===== config.mk =====
export PLATFORM = sky130hd
export DESIGN_NAME = scan_mux_dimmer
export DESIGN_NICKNAME = d
export VERILOG_FILES = /design/src/rtl/scan_pkg.sv /design/src/rtl/scan_rst_sync.sv /design/src/rtl/scan_tick_gen.sv /design/src/rtl/scan_sense_sync.sv /design/src/rtl/scan_slot_fsm.sv /design/src/rtl/scan_mux_dimmer.sv
export SDC_FILE = /design/constraint.sdc
export NUM_CORES = 1
export LEC_CHECK = 0
export BUFFER_PORTS_ARGS = -buffer_cell sky130_fd_sc_hd__buf_4
export CORE_MARGIN = 2
export CORE_UTILIZATION = 44
export DETAILED_ROUTE_END_ITERATION = 7
export PLACE_DENSITY = 0.76
export SLEW_MARGIN = 40
export SYNTH_ARGS = -nofsm -noshare
export SYNTH_HDL_FRONTEND = slang
export SYNTH_HIERARCHICAL = 1
export SYNTH_SLANG_ARGS = --single-unit

===== constraint.sdc =====
create_clock -name clk -period 1.6 [get_ports clk]
set_clock_uncertainty 0.2 [all_clocks]
set_input_delay 0.32 -clock clk [delete_from_list [all_inputs] [get_ports clk]]
set_output_delay 0.32 -clock clk [all_outputs]
set_load 0.05 [all_outputs]

===== src/rtl/scan_pkg.sv =====
package scan_pkg;

  // Phase of the current digit slot
  typedef enum logic [1:0] {
    PH_GAP  = 2'd0,  // first clock of a slot: everything dark
    PH_DUMP = 2'd1,  // discharge strobe active, digit dark
    PH_WAIT = 2'd2,  // waiting for the capacitor to report charged
    PH_LIT  = 2'd3   // digit shown for the rest of the slot
  } phase_e;

endpackage


===== src/rtl/scan_rst_sync.sv =====
module scan_rst_sync (
  input  logic clk,
  input  logic rst_n,
  output logic rst_sn
);

  logic stage_q;
  logic out_q;

  always_ff @(posedge clk or negedge rst_n) begin
    if (!rst_n) begin
      stage_q <= 1'b0;
      out_q   <= 1'b0;
    end else begin
      stage_q <= 1'b1;
      out_q   <= stage_q;
    end
  end

  assign rst_sn = out_q;

endmodule


===== src/rtl/scan_tick_gen.sv =====
module scan_tick_gen #(
  parameter int PRE_DIV  = 16,
  parameter int SLOT_DIV = 250
) (
  input  logic clk,
  input  logic rst_sn,
  output logic slot_tick
);

  localparam int PRE_W  = $clog2(PRE_DIV);
  localparam int SLOT_W = $clog2(SLOT_DIV);
  localparam logic [PRE_W-1:0]  PRE_LAST  = PRE_W'(PRE_DIV - 1);
  localparam logic [SLOT_W-1:0] SLOT_LAST = SLOT_W'(SLOT_DIV - 1);

  logic [PRE_W-1:0]  pre_q, pre_n;
  logic [SLOT_W-1:0] div_q, div_n;
  logic              pre_wrap;
  logic              div_en;

  assign pre_wrap  = (pre_q == PRE_LAST);
  assign div_en    = pre_wrap;
  assign slot_tick = pre_wrap && (div_q == SLOT_LAST);

  always_comb begin
    pre_n = pre_wrap ? '0 : pre_q + 1'b1;
    div_n = div_q;
    if (div_en) begin
      div_n = (div_q == SLOT_LAST) ? '0 : div_q + 1'b1;
    end
  end

  always_ff @(posedge clk or negedge rst_sn) begin
    if (!rst_sn) begin
      pre_q <= '0;
      div_q <= '0;
    end else begin
      pre_q <= pre_n;
      div_q <= div_n;
    end
  end

  AST_TICK_ISOLATED: assert property (@(posedge clk) disable iff (!rst_sn)
    slot_tick |=> !slot_tick) else $error("tick repeated");

endmodule


===== src/rtl/scan_sense_sync.sv =====
module scan_sense_sync (
  input  logic clk,
  input  logic rst_sn,
  input  logic sense_raw,
  output logic sense_s
);

  logic meta_q;
  logic sync_q;

  always_ff @(posedge clk or negedge rst_sn) begin
    if (!rst_sn) begin
      meta_q <= 1'b0;
      sync_q <= 1'b0;
    end else begin
      meta_q <= sense_raw;
      sync_q <= meta_q;
    end
  end

  assign sense_s = sync_q;

endmodule


===== src/rtl/scan_slot_fsm.sv =====
module scan_slot_fsm
  import scan_pkg::*;
#(
  parameter int DIGITS   = 6,
  parameter int DUMP_CYC = 16,
  localparam int DIG_W   = $clog2(DIGITS)
) (
  input  logic             clk,
  input  logic             rst_sn,
  input  logic             slot_tick,
  input  logic             dim_mode,
  input  logic             sense_s,
  output logic [DIG_W-1:0] dig_idx,
  output logic             lit_o,
  output logic             dump_o
);

  localparam int DUMP_W = $clog2(DUMP_CYC);
  localparam logic [DIG_W-1:0]  DIG_LAST  = DIG_W'(DIGITS - 1);
  localparam logic [DUMP_W-1:0] DUMP_LAST = DUMP_W'(DUMP_CYC - 1);

  phase_e            ph_q, ph_n;
  logic [DIG_W-1:0]  dig_q, dig_n;
  logic [DUMP_W-1:0] cnt_q, cnt_n;
  logic              dim_q, dim_n;

  always_comb begin
    ph_n  = ph_q;
    dig_n = dig_q;
    cnt_n = cnt_q;
    dim_n = dim_q;
    if (slot_tick) begin
      ph_n  = PH_GAP;
      dig_n = (dig_q == DIG_LAST) ? '0 : dig_q + 1'b1;
      cnt_n = '0;
    end else begin
      unique case (ph_q)
        PH_GAP: begin
          dim_n = dim_mode;
          cnt_n = '0;
          ph_n  = dim_mode ? PH_DUMP : PH_LIT;
        end
        PH_DUMP: begin
          if (cnt_q == DUMP_LAST) ph_n = PH_WAIT;
          else                    cnt_n = cnt_q + 1'b1;
        end
        PH_WAIT: begin
          if (sense_s) ph_n = PH_LIT;
        end
        PH_LIT: ph_n = PH_LIT;
        default: ph_n = PH_GAP;
      endcase
    end
  end

  always_ff @(posedge clk or negedge rst_sn) begin
    if (!rst_sn) begin
      ph_q  <= PH_GAP;
      dig_q <= '0;
      cnt_q <= '0;
      dim_q <= 1'b0;
    end else begin
      ph_q  <= ph_n;
      dig_q <= dig_n;
      cnt_q <= cnt_n;
      dim_q <= dim_n;
    end
  end

  assign dig_idx = dig_q;
  assign lit_o   = (ph_q == PH_LIT);
  assign dump_o  = (ph_q == PH_DUMP);

  AST_GAP_AFTER_TICK: assert property (@(posedge clk) disable iff (!rst_sn)
    slot_tick |=> (!lit_o && !dump_o)) else $error("no dark gap");
  AST_DIGIT_WRAP: assert property (@(posedge clk) disable iff (!rst_sn)
    (slot_tick && dig_q == DIG_LAST) |=> (dig_q == '0)) else $error("bad wrap");
  AST_DARK_IN_DUMP: assert property (@(posedge clk) disable iff (!rst_sn)
    dump_o |-> !lit_o) else $error("lit during discharge");
  AST_NO_DUMP_BRIGHT: assert property (@(posedge clk) disable iff (!rst_sn)
    !dim_q |-> !dump_o) else $error("discharge while not dimming");
  AST_LIT_NEEDS_SENSE: assert property (@(posedge clk) disable iff (!rst_sn)
    (dim_q && $rose(lit_o)) |-> $past(sense_s)) else $error("lit without charge");

endmodule


===== src/rtl/scan_mux_dimmer.sv =====
module scan_mux_dimmer #(
  parameter int DIGITS   = 6,
  parameter int SEG_W    = 7,
  parameter int PRE_DIV  = 16,
  parameter int SLOT_DIV = 250,
  parameter int DUMP_CYC = 16
) (
  input  logic                    clk,
  input  logic                    rst_n,
  input  logic [DIGITS*SEG_W-1:0] seg_pat,
  input  logic                    clock_mode,
  input  logic                    chg_sense,
  output logic [SEG_W-1:0]        seg_out,
  output logic [DIGITS-1:0]       dig_en,
  output logic                    chg_dump
);

  localparam int DIG_W = $clog2(DIGITS);

  logic             rst_sn;
  logic             slot_tick;
  logic             sense_s;
  logic [DIG_W-1:0] dig_idx;
  logic             lit;
  logic [SEG_W-1:0] seg_sel;

  scan_rst_sync u_rst (
    .clk    (clk),
    .rst_n  (rst_n),
    .rst_sn (rst_sn)
  );

  scan_tick_gen #(
    .PRE_DIV  (PRE_DIV),
    .SLOT_DIV (SLOT_DIV)
  ) u_tick (
    .clk       (clk),
    .rst_sn    (rst_sn),
    .slot_tick (slot_tick)
  );

  scan_sense_sync u_sense (
    .clk       (clk),
    .rst_sn    (rst_sn),
    .sense_raw (chg_sense),
    .sense_s   (sense_s)
  );

  scan_slot_fsm #(
    .DIGITS   (DIGITS),
    .DUMP_CYC (DUMP_CYC)
  ) u_fsm (
    .clk       (clk),
    .rst_sn    (rst_sn),
    .slot_tick (slot_tick),
    .dim_mode  (clock_mode),
    .sense_s   (sense_s),
    .dig_idx   (dig_idx),
    .lit_o     (lit),
    .dump_o    (chg_dump)
  );

  always_comb begin
    seg_sel = '0;
    for (int i = 0; i < DIGITS; i++) begin
      if (dig_idx == DIG_W'(i)) seg_sel = seg_pat[i*SEG_W +: SEG_W];
    end
  end

  genvar g;
  generate
    for (g = 0; g < DIGITS; g++) begin : g_en
      assign dig_en[g] = lit && (dig_idx == DIG_W'(g));
    end
  endgenerate

  assign seg_out = lit ? seg_sel : '0;

  AST_ONE_DIGIT: assert property (@(posedge clk) disable iff (!rst_sn)
    $onehot0(dig_en)) else $error("several digits on");
  AST_SEG_DARK: assert property (@(posedge clk) disable iff (!rst_sn)
    (dig_en == '0) |-> (seg_out == '0)) else $error("segments without digit");

endmodule


==> metrics.md, run 1 <==
| Metric | Value |
|---|---|
| Placement Setup Slack | `-0.324 ns` |
| Placed cell count | `about 290` |
| Final WL | `5.24 mm` |
| Slowest cell on the critical path | `mux4_2` |
| CP Buf/Inv Count | `3` |
| Syn Nets | `roughly 210` |
| Final setup TNS | `-7.55 ns` |
| Core area | `roughly 3400 µm²` |
| H-tree depth | `1` |
| Layout cells sized above 1 | `0.648` |
| Area of the mapped netlist | `1590 µm²` |
| Die ar. | `4100 µm²` |
| Post-synth EDFFs | `0` |
| Cts bufs inserted | `3` |
| Synth Instances | `between 150 and 200` |
| Starting Density | `0.468` |
| WL/cell | `16.9 µm` |
| Highest Clock Rate | `roughly 0.46 GHz` |
| Row count | `21` |
| Post-synthesis sequential area ratio | `0.394` |
| Initial antenna violation count | `0` |
| Fin crit share | `1.36` |
| Largest net degree at the start of global routing | `24` |
| Fin. max-slew vios | `0` |
| Status | `complete, but fails checks` |
| Die Span X | `about 64 µm` |
| Final core utilization | `0.852` |
| First-pass GRT wire length | `7.98 mm` |
| CP Capture Type | `output port` |
| Via count | `approximately 1,700` |
| Final worst setup slack | `-0.583 ns` |
| CP Data Arrival Time | `1.66 ns` |
| Maximum VDD drop | `approximately 410 µV` |
| First-pass DRT Iterations | `4` |
| Distinct cells, synth | `~40` |
| Layout area overhead | `82.0%` |
| Die H | `between 60 and 70 µm` |
| Clock Tree Root | `clkbuf_4` |
| Total Routing Usage GR | `0.243` |
| CP most frequent cell | `buf_6` |
| Ys flop type | `dfrtp_1` |
| I/O pins | `60` |
| Post-layout minimum cycle time | `2.18 ns` |
| Synth Warn # | `6` |
| Vias in the first global route | `roughly 1,700` |
| Total gr overflow | `0` |
| Hold Path Class | `reg -> async` |
| Crit path cell chain | `buf_6 > mux4_2 > inv_2 > o22ai_4 > buf_6` |
| Crit path max-delay family | `multiplexers` |
| Avg Inst Size Synth | `around 9.9 µm²` |
| Clk sinks | `25` |
| CP required | `1.08 ns` |
| Bufs on Longest Clock Path | `2` |
| Diode count | `0` |
| # nets final | `315` |
| Startpoint Class | `flop` |
| Yosys reg bits | `25` |
| Final Hold Viols | `0` |
| Post-detail-place hpwl | `3.48 mm` |
| Port bufs | `59` |
| Leak Pwr | `1.27 nW` |
| Final setup fails | `25` |
| Clk_lat worst skew | `roughly 0.32 ns` |
| Antenna Violating Nets Remaining | `0` |
| RSZ-0062 raised after global routing | `true` |
| Fin cells | `between 300 and 400` |
| DR vias/cell | `between 5 and 6` |
| TritonCTS clock tree | `built` |
| Global placer's final weighted congestion | `just under 0.9` |
| Design Power | `between 0.001 and 0.0015 W` |
| Iteration-0 DRC Markers | `90` |
| Failing checks | `setup timing` |
| CP Max Fanout | `6` |
| PD cells | `~400 nW/µm²` |
| Clock transition at path regs | `approximately 0.15 ns` |
| Max-cap violation count | `0` |
| Largest stage delay, worst path | `roughly 0.5 ns` |
| Remaining DRCs | `0` |
| Asr flop ratio synth | `1.00` |
| Critical path class | `reg -> out` |
[routing by layer]
metal  global-route usage  part of all wire  wire, µm  vias to the layer above
li1                     -                 -         -                      799
met1                0.271              0.37      1910                      872
met2                0.467              0.57      2990                       65
met3               0.0405             0.049       254                        8
met4               0.0679             0.015        78                        0
met5                    0                 0         0                        -
[Yosys cell counts, drive strengths merged, types with 2 or more instances]
| library cell | n | area (µm²) |
|---|---|---|
| nand3b | 3 | 22.5 |
| nand2 | 11 | 41.3 |
| a21oi | 10 | 50.1 |
| a211oi | 2 | 15.0 |
| o31ai | 3 | 22.5 |
| nand2b | 4 | 25.0 |
| nor3 | 8 | 56.3 |
| dfrtp | 25 | 626 |
| nand4 | 3 | 18.8 |
| nor2 | 7 | 26.3 |
| inv | 13 | 48.8 |
| ha | 4 | 50.1 |
| buf | 7 | 55.1 |
| o21ai | 9 | 45.0 |
| nand3 | 9 | 50.1 |
| mux4 | 6 | 135 |
| o22ai | 6 | 37.5 |
| or2 | 2 | 12.5 |
| nand4b | 2 | 23.8 |
| or3 | 2 | 12.5 |
| mux2i | 8 | 80.1 |
| a31oi | 3 | 18.8 |
| xor2 | 2 | 17.5 |
[logic make-up (layout without fill, tap and decap cells)]
group           Yosys count  in the layout  share of synthesized area
simple gates             56             57                      0.207
compound gates           38             38                      0.151
flops                    25             25                      0.394
buf+inv                  21            123                     0.0678
mux                      14             14                      0.136
fa+ha+maj                 4              4                     0.0315
xor+xnor                  2              2                     0.0110
other cells               1              1                    0.00236
[cells in the final DEF (no fill, tap or decap), drive strengths merged, types with 6 or more instances in the layout]
cell type / synthesis / final
buf: 7 / 104
dfrtp: 25 / 25
nand2: 11 / 11
inv: 13 / 11
a21oi: 10 / 10
nand3: 9 / 9
o21ai: 9 / 9
mux2i: 8 / 8
nor3: 8 / 8
nor2: 7 / 7
mux4: 6 / 6
o22ai: 6 / 6
[worst paths after layout]
| check | to | slack [ns] | from | cells after the start |
|---|---|---|---|---|
| max | seg_out[5] | -0.58 | u_fsm/dig_idx[0] | 5 |
| min | u_sense/sense_s | 0.02 | u_rst/rst_sn | 1 |
| max in group asynchronous | u_fsm/dig_idx[0] | 0.93 | u_rst/rst_sn | 1 |
| max reg2reg | u_fsm/dig_idx[1] | -0.08 | u_tick/div_q[1] | 8 |
| min reg2reg | u_sense/sense_s | 0.02 | u_rst/rst_sn | 1 |
| min in group clk | u_rst/rst_sn | 0.17 | u_rst/stage_q | 0 |
[area by class of cell]
| cell class | instances | area (µm²) |
|---|---|---|
| clock buffers | 3 | 22.5 |
| clock inverters | 1 | 7.51 |
| fillers | 179 | 500 |
| inverters | 13 | 56.3 |
| multi-input cells | 116 | 1180 |
| flip-flops and latches | 25 | 629 |
| well taps | 46 | 57.6 |
| repair buffers | 106 | 935 |
[per-stage QoR]
stage | instance area, µm² | hold WS [ns]
finish | 2890 | 0.0217
global route | 2890 | 0.0609
CTS | 2670 | 0.0397
detailed placement | 2450 | -0.0968
global placement | 2450 | -0.0977
floorplan | 1810 | -0.176
[power breakdown]
group | switching, W | internal [W] | total, W
Clock | 0.000185 | 0.0000951 | 0.000281
Combinational | 0.0000901 | 0.000123 | 0.000213
Sequential | 0.00000124 | 0.000637 | 0.000638
[flip-flops by register name, summed over array words and instances (netlist names)]
| signal | count |
|---|---|
| u_sense/meta_q | 1 |
| u_fsm/cnt_q | 4 |
| u_rst/rst_sn | 1 |
| u_rst/stage_q | 1 |
| u_tick/pre_q | 4 |
| u_sense/sense_s | 1 |
| u_tick/div_q | 8 |
| u_fsm/ph_q | 2 |
| u_fsm/dig_idx | 3 |
[worst register-to-register path, delay by kind of cell, from the launching register on]
| family | cells | cell delay, ns |
|---|---|---|
| AOI/OAI and AO/OA | 1 | 0.11 |
| adders and majority gates | 1 | 0.18 |
| buffers and inverters | 2 | 0.21 |
| DFF | 1 | 0.42 |
| and+or+nand+nor | 4 | 0.52 |
[what timing repair did]
action	4_1_cts	5_1_grt
hold buffers	2	0
cloned	1	0
hold endpoints to repair	3	0
buffers inserted	9	10
endpoints found under the setup margin	29	31
pin swaps	12	17
gates resized for setup	30	39
Note: power is estimated with default switching activity, not from simulation.
==> inputs of run 2 (changes only) <==
==> constraint.sdc (replaced) <==
create_clock -name clk -period 1.8 [get_ports clk]
set_clock_uncertainty 0.2 [all_clocks]
set_input_delay 0.36 -clock clk [delete_from_list [all_inputs] [get_ports clk]]
set_output_delay 0.36 -clock clk [all_outputs]
set_load 0.05 [all_outputs]
==> run 2 against run 1 <==
Against the previous run: the flow still finishes with violations (setup timing); critical path depth did not move; sequential power fell by 11%; via count is 8.7% lower; first-iteration DRC count shrank 56%; final cell count fell by 5.5%; global-route usage is 2.9 points lower; sequential share of layout area increased by 2.2 points; final area fell by 8.8%; critical endpoint is now seg_out[2]; largest power group unchanged; highest routed layer unchanged.
==> metrics.md, run 2 (synthesis results as in run 1) <==
| Metric | Value |
|---|---|
| Minimum hold slack | `0.0189 ns` |
| Reg-to-Reg End | `u_fsm/dig_idx[1]` |
| Layout area overhead | `65.9%` |
| # nets final | `between 200 and 300` |
| CP required | `~1.2 ns` |
| Post-detail-place hpwl | `about 3.3 mm` |
| Core area | `roughly 3400 µm²` |
| DR vias/cell | `about 5.4` |
| Leak Pwr | `around 1.2 nW` |
| Antenna Violating Nets Remaining | `0` |
| CP Data Arrival Time | `1.71 ns` |
| Diode count | `0` |
| Clk_lat worst skew | `about 0.32 ns` |
| Final worst setup slack | `-0.472 ns` |
| Max FFs per register | `8` |
| Iteration-0 DRC Markers | `40` |
| Critical path class | `reg -> out` |
| Bufs on Longest Clock Path | `2` |
| Global placer's final weighted congestion | `just under 0.8` |
| Fin crit share | `1.26` |
| RSZ-0062 raised after global routing | `true` |
| WL/cell | `~15 µm` |
| Sequential share of power | `0.551` |
| Clock Tree Root | `clkbuf_4` |
| Hold Path Class | `reg -> async` |
| Largest regs | `u_tick/div_q: 8 flops, u_fsm/cnt_q: 4 flops, u_tick/pre_q: 4 flops` |
| Die ar. | `roughly 4100 µm²` |
| Final Hold Viols | `0` |
| Starting Density | `0.468` |
| Total gr overflow | `0` |
| Total Routing Usage GR | `0.214` |
| Failing checks | `setup timing` |
| Final WL | `4.47 mm` |
| Remaining DRCs | `0` |
| Clock transition at path regs | `between 0.1 and 0.15 ns` |
| Initial antenna violation count | `0` |
| Maximum VDD drop | `roughly 440 µV` |
| Placement Setup Slack | `-0.154 ns` |
| R2R Setup Slk | `0.10 ns` |
| Combinational share of power | `0.190` |
| Final setup fails | `14` |
| Startpoint Class | `flop` |
| First-pass GRT wire length | `6.97 mm` |
| Worst r2r src | `u_tick/div_q[1]` |
| Highest Clock Rate | `between 0.4 and 0.5 GHz` |
| Largest net degree at the start of global routing | `17` |
| Clk sinks | `25` |
| Reg2reg path depth | `7` |
| Internal power | `0.000770 W` |
| Status | `complete, but fails checks` |
| Row count | `21` |
| Psw | `about 0.00026 W` |
| Cts bufs inserted | `3` |
| Clock power frac | `0.259` |
| Via count | `~1,600` |
| Max-cap violation count | `0` |
| Die H | `between 60 and 70 µm` |
| Post-layout minimum cycle time | `between 2 and 2.5 ns` |
| TritonCTS clock tree | `built` |
| Fin. max-slew vios | `0` |
| Commonest non-fill, non-tap cell in the layout | `buf_4` |
| CP Capture Type | `output port` |
| Port bufs | `59` |
| Die Span X | `around 64 µm` |
| CP startpoint | `u_fsm/dig_idx[0]` |
| Vias in the first global route | `between 1,500 and 2,000` |
| First-pass DRT Iterations | `4` |
| Most frequent cells in the layout | `buf_4 (62), buf_6 (21), dfrtp_1 (20)` |
| PD cells | `392 nW/µm²` |
| Layout cells sized above 1 | `0.579` |
| Switching part of the total | `0.253` |
| Biggest register | `u_tick/div_q` |
| I/O pins | `60` |
| H-tree depth | `1` |
| CP Max Fanout | `6` |
| Setup crit end | `seg_out[2]` |
==> run 2: repair_timing <==
item	in CTS	in global routing
resized for setup	25	24
setup endpoints to repair	14	20
cloned	1	0
hold buffers	3	0
setup buffers	3	9
endpoints found under the hold margin	12	0
pin swaps	2	8
==> run 2: area by class of cell <==
| cell class | count | area (µm²) |
|---|---|---|
| multi-input combinational | 116 | 1080 |
| tap | 46 | 57.6 |
| clock buffer | 3 | 22.5 |
| clock inverter | 1 | 8.76 |
| timing repair buffer | 89 | 782 |
| sequential | 25 | 632 |
| fill | 226 | 756 |
| inverter | 13 | 55.1 |
==> run 2: power by group through the flow <==
stage               Sequential (W)  Clock [W]  Combinational [W]
finish                    0.000568   0.000268           0.000196
global route              0.000569   0.000311           0.000208
global placement          0.000582          0           0.000167
detailed placement        0.000582          0           0.000171
CTS                       0.000568   0.000281           0.000189
floorplan                 0.000585          0          0.0000717
==> run 2: worst min path at each step <==
stage,endpoint,startpoint
3_5_place_dp,u_rst/rst_sn,rst_n
4_1_cts,u_tick/div_q[2],u_rst/rst_sn
6_report,u_sense/sense_s,u_rst/rst_sn
2_1_floorplan,u_rst/rst_sn,rst_n
3_3_place_gp,u_rst/stage_q,rst_n
5_1_grt,u_fsm/cnt_q[2],u_rst/rst_sn
==> run 2: layer usage <==
metal / share of wire / routed length (µm) / vias to the layer above / global-route usage
li1: - / - / 767 / -
met1: 0.37 / 1640 / 759 / 0.241
met2: 0.57 / 2560 / 58 / 0.411
met3: 0.049 / 218 / 8 / 0.0299
met4: 0.012 / 52 / 0 / 0.0625
met5: 0 / 0 / - / 0
==> run 2: stage by stage <==
step | area [µm²] | instances | util | power (W) | setup TNS [ns]
after floorplan | 1800 | 161 | - | 0.000656 | -0.733
after global placement | 2340 | 275 | 0.691 | 0.000749 | -0.782
after detailed placement | 2340 | 275 | 0.691 | 0.000753 | -0.974
after CTS | 2500 | 286 | 0.739 | 0.00104 | -5.04
after global routing | 2630 | 293 | 0.777 | 0.00109 | -5.88
final | 2630 | 293 | 0.777 | 0.00103 | -4.84
==> run 2: worst max-delay path: stages (launching register included) <==
cell,delay [ns]
dfrtp_1,0.43
buf_12,0.14
mux4_2,0.50
inv_2,0.09
o22ai_4,0.07
buf_6,0.16
==> inputs of run 3 (changes only) <==
--- a/config.mk
+++ b/config.mk
@@ -7,9 +7,9 @@
 export LEC_CHECK = 0
 export BUFFER_PORTS_ARGS = -buffer_cell sky130_fd_sc_hd__buf_4
 export CORE_MARGIN = 2
-export CORE_UTILIZATION = 44
+export CORE_UTILIZATION = 49
 export DETAILED_ROUTE_END_ITERATION = 7
-export PLACE_DENSITY = 0.76
+export PLACE_DENSITY = 0.8
 export SLEW_MARGIN = 40
 export SYNTH_ARGS = -nofsm -noshare
 export SYNTH_HDL_FRONTEND = slang
==> constraint.sdc (replaced) <==
create_clock -name clk -period 2.2 [get_ports clk]
set_clock_uncertainty 0.2 [all_clocks]
set_input_delay 0.44 -clock clk [delete_from_list [all_inputs] [get_ports clk]]
set_output_delay 0.44 -clock clk [all_outputs]
set_load 0.05 [all_outputs]
==> run 3 against run 2 <==
Against the previous run: the flow still finishes with violations (setup timing); register-to-register slack better by 0.20 ns; sequential cell count stayed put; final cell count is 5.1% lower; critical path depth is 1 higher; non-clock buffer count is 12 lower; wire length is 3.1% lower; die area is 9.6% lower; critical path type unchanged; largest cell class unchanged; highest routed layer unchanged.
==> metrics.md, run 3 (synthesis results as in run 1) <==
| Metric | Value |
|---|---|
| I/O pins | `60` |
| Final worst setup slack | `-0.167 ns` |
| H-tree depth | `1` |
| Clk sinks | `25` |
| CP most frequent cell | `buf_4` |
| Status | `complete, but fails checks` |
| Layout cells sized above 1 | `0.479` |
| RSZ-0062 raised after global routing | `true` |
| Post-layout minimum cycle time | `approximately 2.4 ns` |
| Global placer's final weighted congestion | `0.828` |
| CP Max Fanout | `5` |
| Initial antenna violation count | `0` |
| DR vias/cell | `approximately 5.5` |
| Largest net degree at the start of global routing | `24` |
| Final WL | `~4.3 mm` |
| First-pass DRT Iterations | `4` |
| Row count | `20` |
| Slowest cell on the critical path | `dfrtp_2` |
| Iteration-0 DRC Markers | `69` |
| Die ar. | `~3700 µm²` |
| WL/cell | `15.6 µm` |
| Die H | `between 60 and 70 µm` |
| CP startpoint | `u_fsm/dig_idx[0]` |
| CP required | `between 1.5 and 2 ns` |
| Final core utilization | `0.741` |
| Total gr overflow | `0` |
| Reg-to-Reg End | `u_tick/div_q[5]` |
| Failing checks | `setup timing` |
| Post-detail-place hpwl | `a little over 3 mm` |
| Clock Tree Root | `clkbuf_4` |
| First-pass GRT wire length | `between 6 and 7 mm` |
| Maximum VDD drop | `355 µV` |
| Max FFs per register | `8` |
| Cts bufs inserted | `3` |
| WP depth | `6` |
| Setup crit end | `seg_out[1]` |
| Bufs on Longest Clock Path | `2` |
| Placed cell count | `roughly 260` |
| Startpoint Class | `flop` |
| Fin crit share | `1.08` |
| Largest regs | `u_tick/div_q: 8 flops, u_fsm/cnt_q: 4 flops, u_tick/pre_q: 4 flops` |
| Core area | `3080 µm²` |
| Crit path cell chain | `buf_12 > buf_4 > buf_4 > mux2i_1 > o22ai_2 > buf_6` |
| # nets final | `285` |
| Max-cap violation count | `0` |
| CP Buf/Inv Count | `4` |
| Antenna Violating Nets Remaining | `0` |
| Total Routing Usage GR | `0.235` |
| Clk_lat worst skew | `0.31 ns` |
| Biggest register | `u_tick/div_q` |
| Fin cells | `roughly 280` |
| Diode count | `0` |
| CP Capture Type | `output port` |
| Hold Path Class | `reg -> async` |
| PD cells | `around 350 nW/µm²` |
| Vias in the first global route | `1,450` |
| Layout area overhead | `43.7%` |
| Commonest non-fill, non-tap cell in the layout | `buf_4` |
| Via count | `about 1,500` |
| Most frequent cells in the layout | `buf_4 (69), dfrtp_1 (22), nand2_1 (11)` |
| CP Data Arrival Time | `1.73 ns` |
| Fin. max-slew vios | `0` |
| Final setup fails | `7` |
| Reg2reg path depth | `4` |
| Die Span X | `60.9 µm` |
| Worst r2r src | `u_tick/pre_q[0]` |
| R2R Setup Slk | `approximately 0.3 ns` |
| Final Hold Viols | `0` |
| Critical path class | `reg -> out` |
| TritonCTS clock tree | `built` |
| Highest Clock Rate | `approximately 0.42 GHz` |
| Starting Density | `0.516` |
| Filler cells | `between 200 and 250` |
| Largest stage delay, worst path | `0.46 ns` |
| Remaining DRCs | `0` |
| Clock transition at path regs | `around 0.12 ns` |
| Crit path max-delay family | `buffers and inverters` |
| Port bufs | `59` |
| Leak Pwr | `about 1.0 nW` |
-- run 3: cell count changes in the layout (fill, tap and decap cells not counted), moves of 4 or more --
| cell | previous run | this run |
|---|---|---|
| mux2i_2 | 6 | 0 |
| nor3_4 | 5 | 1 |
| o22ai_4 | 6 | 0 |
| o22ai_1 | 0 | 4 |
| mux2i_1 | 2 | 8 |
| buf_6 | 21 | 3 |
| buf_4 | 62 | 69 |
-- run 3: repair_timing --
action	in CTS	in global routing
gates resized for setup	10	17
pin swaps	0	1
hold buffers	1	0
setup endpoints to repair	13	12
endpoints found under the hold margin	2	0
buffers inserted	8	3
-- run 3: per-layer routing --
| metal | part of all wire | wire length, µm | track usage | vias up |
|---|---|---|---|---|
| met4 | 0.013 | 56 | 0.0745 | 0 |
| met2 | 0.54 | 2340 | 0.412 | 47 |
| li1 | - | - | - | 739 |
| met3 | 0.062 | 269 | 0.0448 | 8 |
| met1 | 0.38 | 1670 | 0.294 | 732 |
| met5 | 0 | 0 | 0 | - |
-- run 3: power breakdown --
part | internal, W | switching (W)
logic | 0.0000782 | 0.0000591
clock network | 0.0000707 | 0.000124
registers | 0.000463 | 0.00000104
total | 0.000612 | 0.000184
-- run 3: final cells by class --
class                      count  area, µm²  share of cell area
clock buffer                   4       26.3              0.0115
inverter                      13       51.3              0.0225
multi-input combinational    115        896               0.393
sequential                    25        629               0.276
tap                           44       55.1              0.0241
timing repair buffer          77        624               0.274
-- run 3: worst min-delay path by stage --
stage,start,endpoint,depth (start not counted)
5_1_grt,chg_sense,u_sense/meta_q,1
2_1_floorplan,rst_n,u_rst/rst_sn,0
3_3_place_gp,u_rst/rst_sn,u_fsm/cnt_q[3],1
6_report,u_rst/rst_sn,u_tick/pre_q[0],1
4_1_cts,chg_sense,u_sense/meta_q,1
3_5_place_dp,rst_n,u_rst/rst_sn,1
-- run 3: per-stage QoR --
step	setup slack [ns]	setup TNS, ns	cell area [µm²]	hold WS [ns]	total power, W
finish	-0.167	-0.942	2280	0.0179	0.000796
global route	-0.223	-1.35	2280	0.000978	0.000832
CTS	-0.214	-1.27	2220	0.0114	0.000806
detailed placement	0.0560	0	2100	0.0230	0.000603
global placement	0.118	0	2100	0.0136	0.000599
floorplan	-0.385	-2.60	1590	-0.0556	0.000523
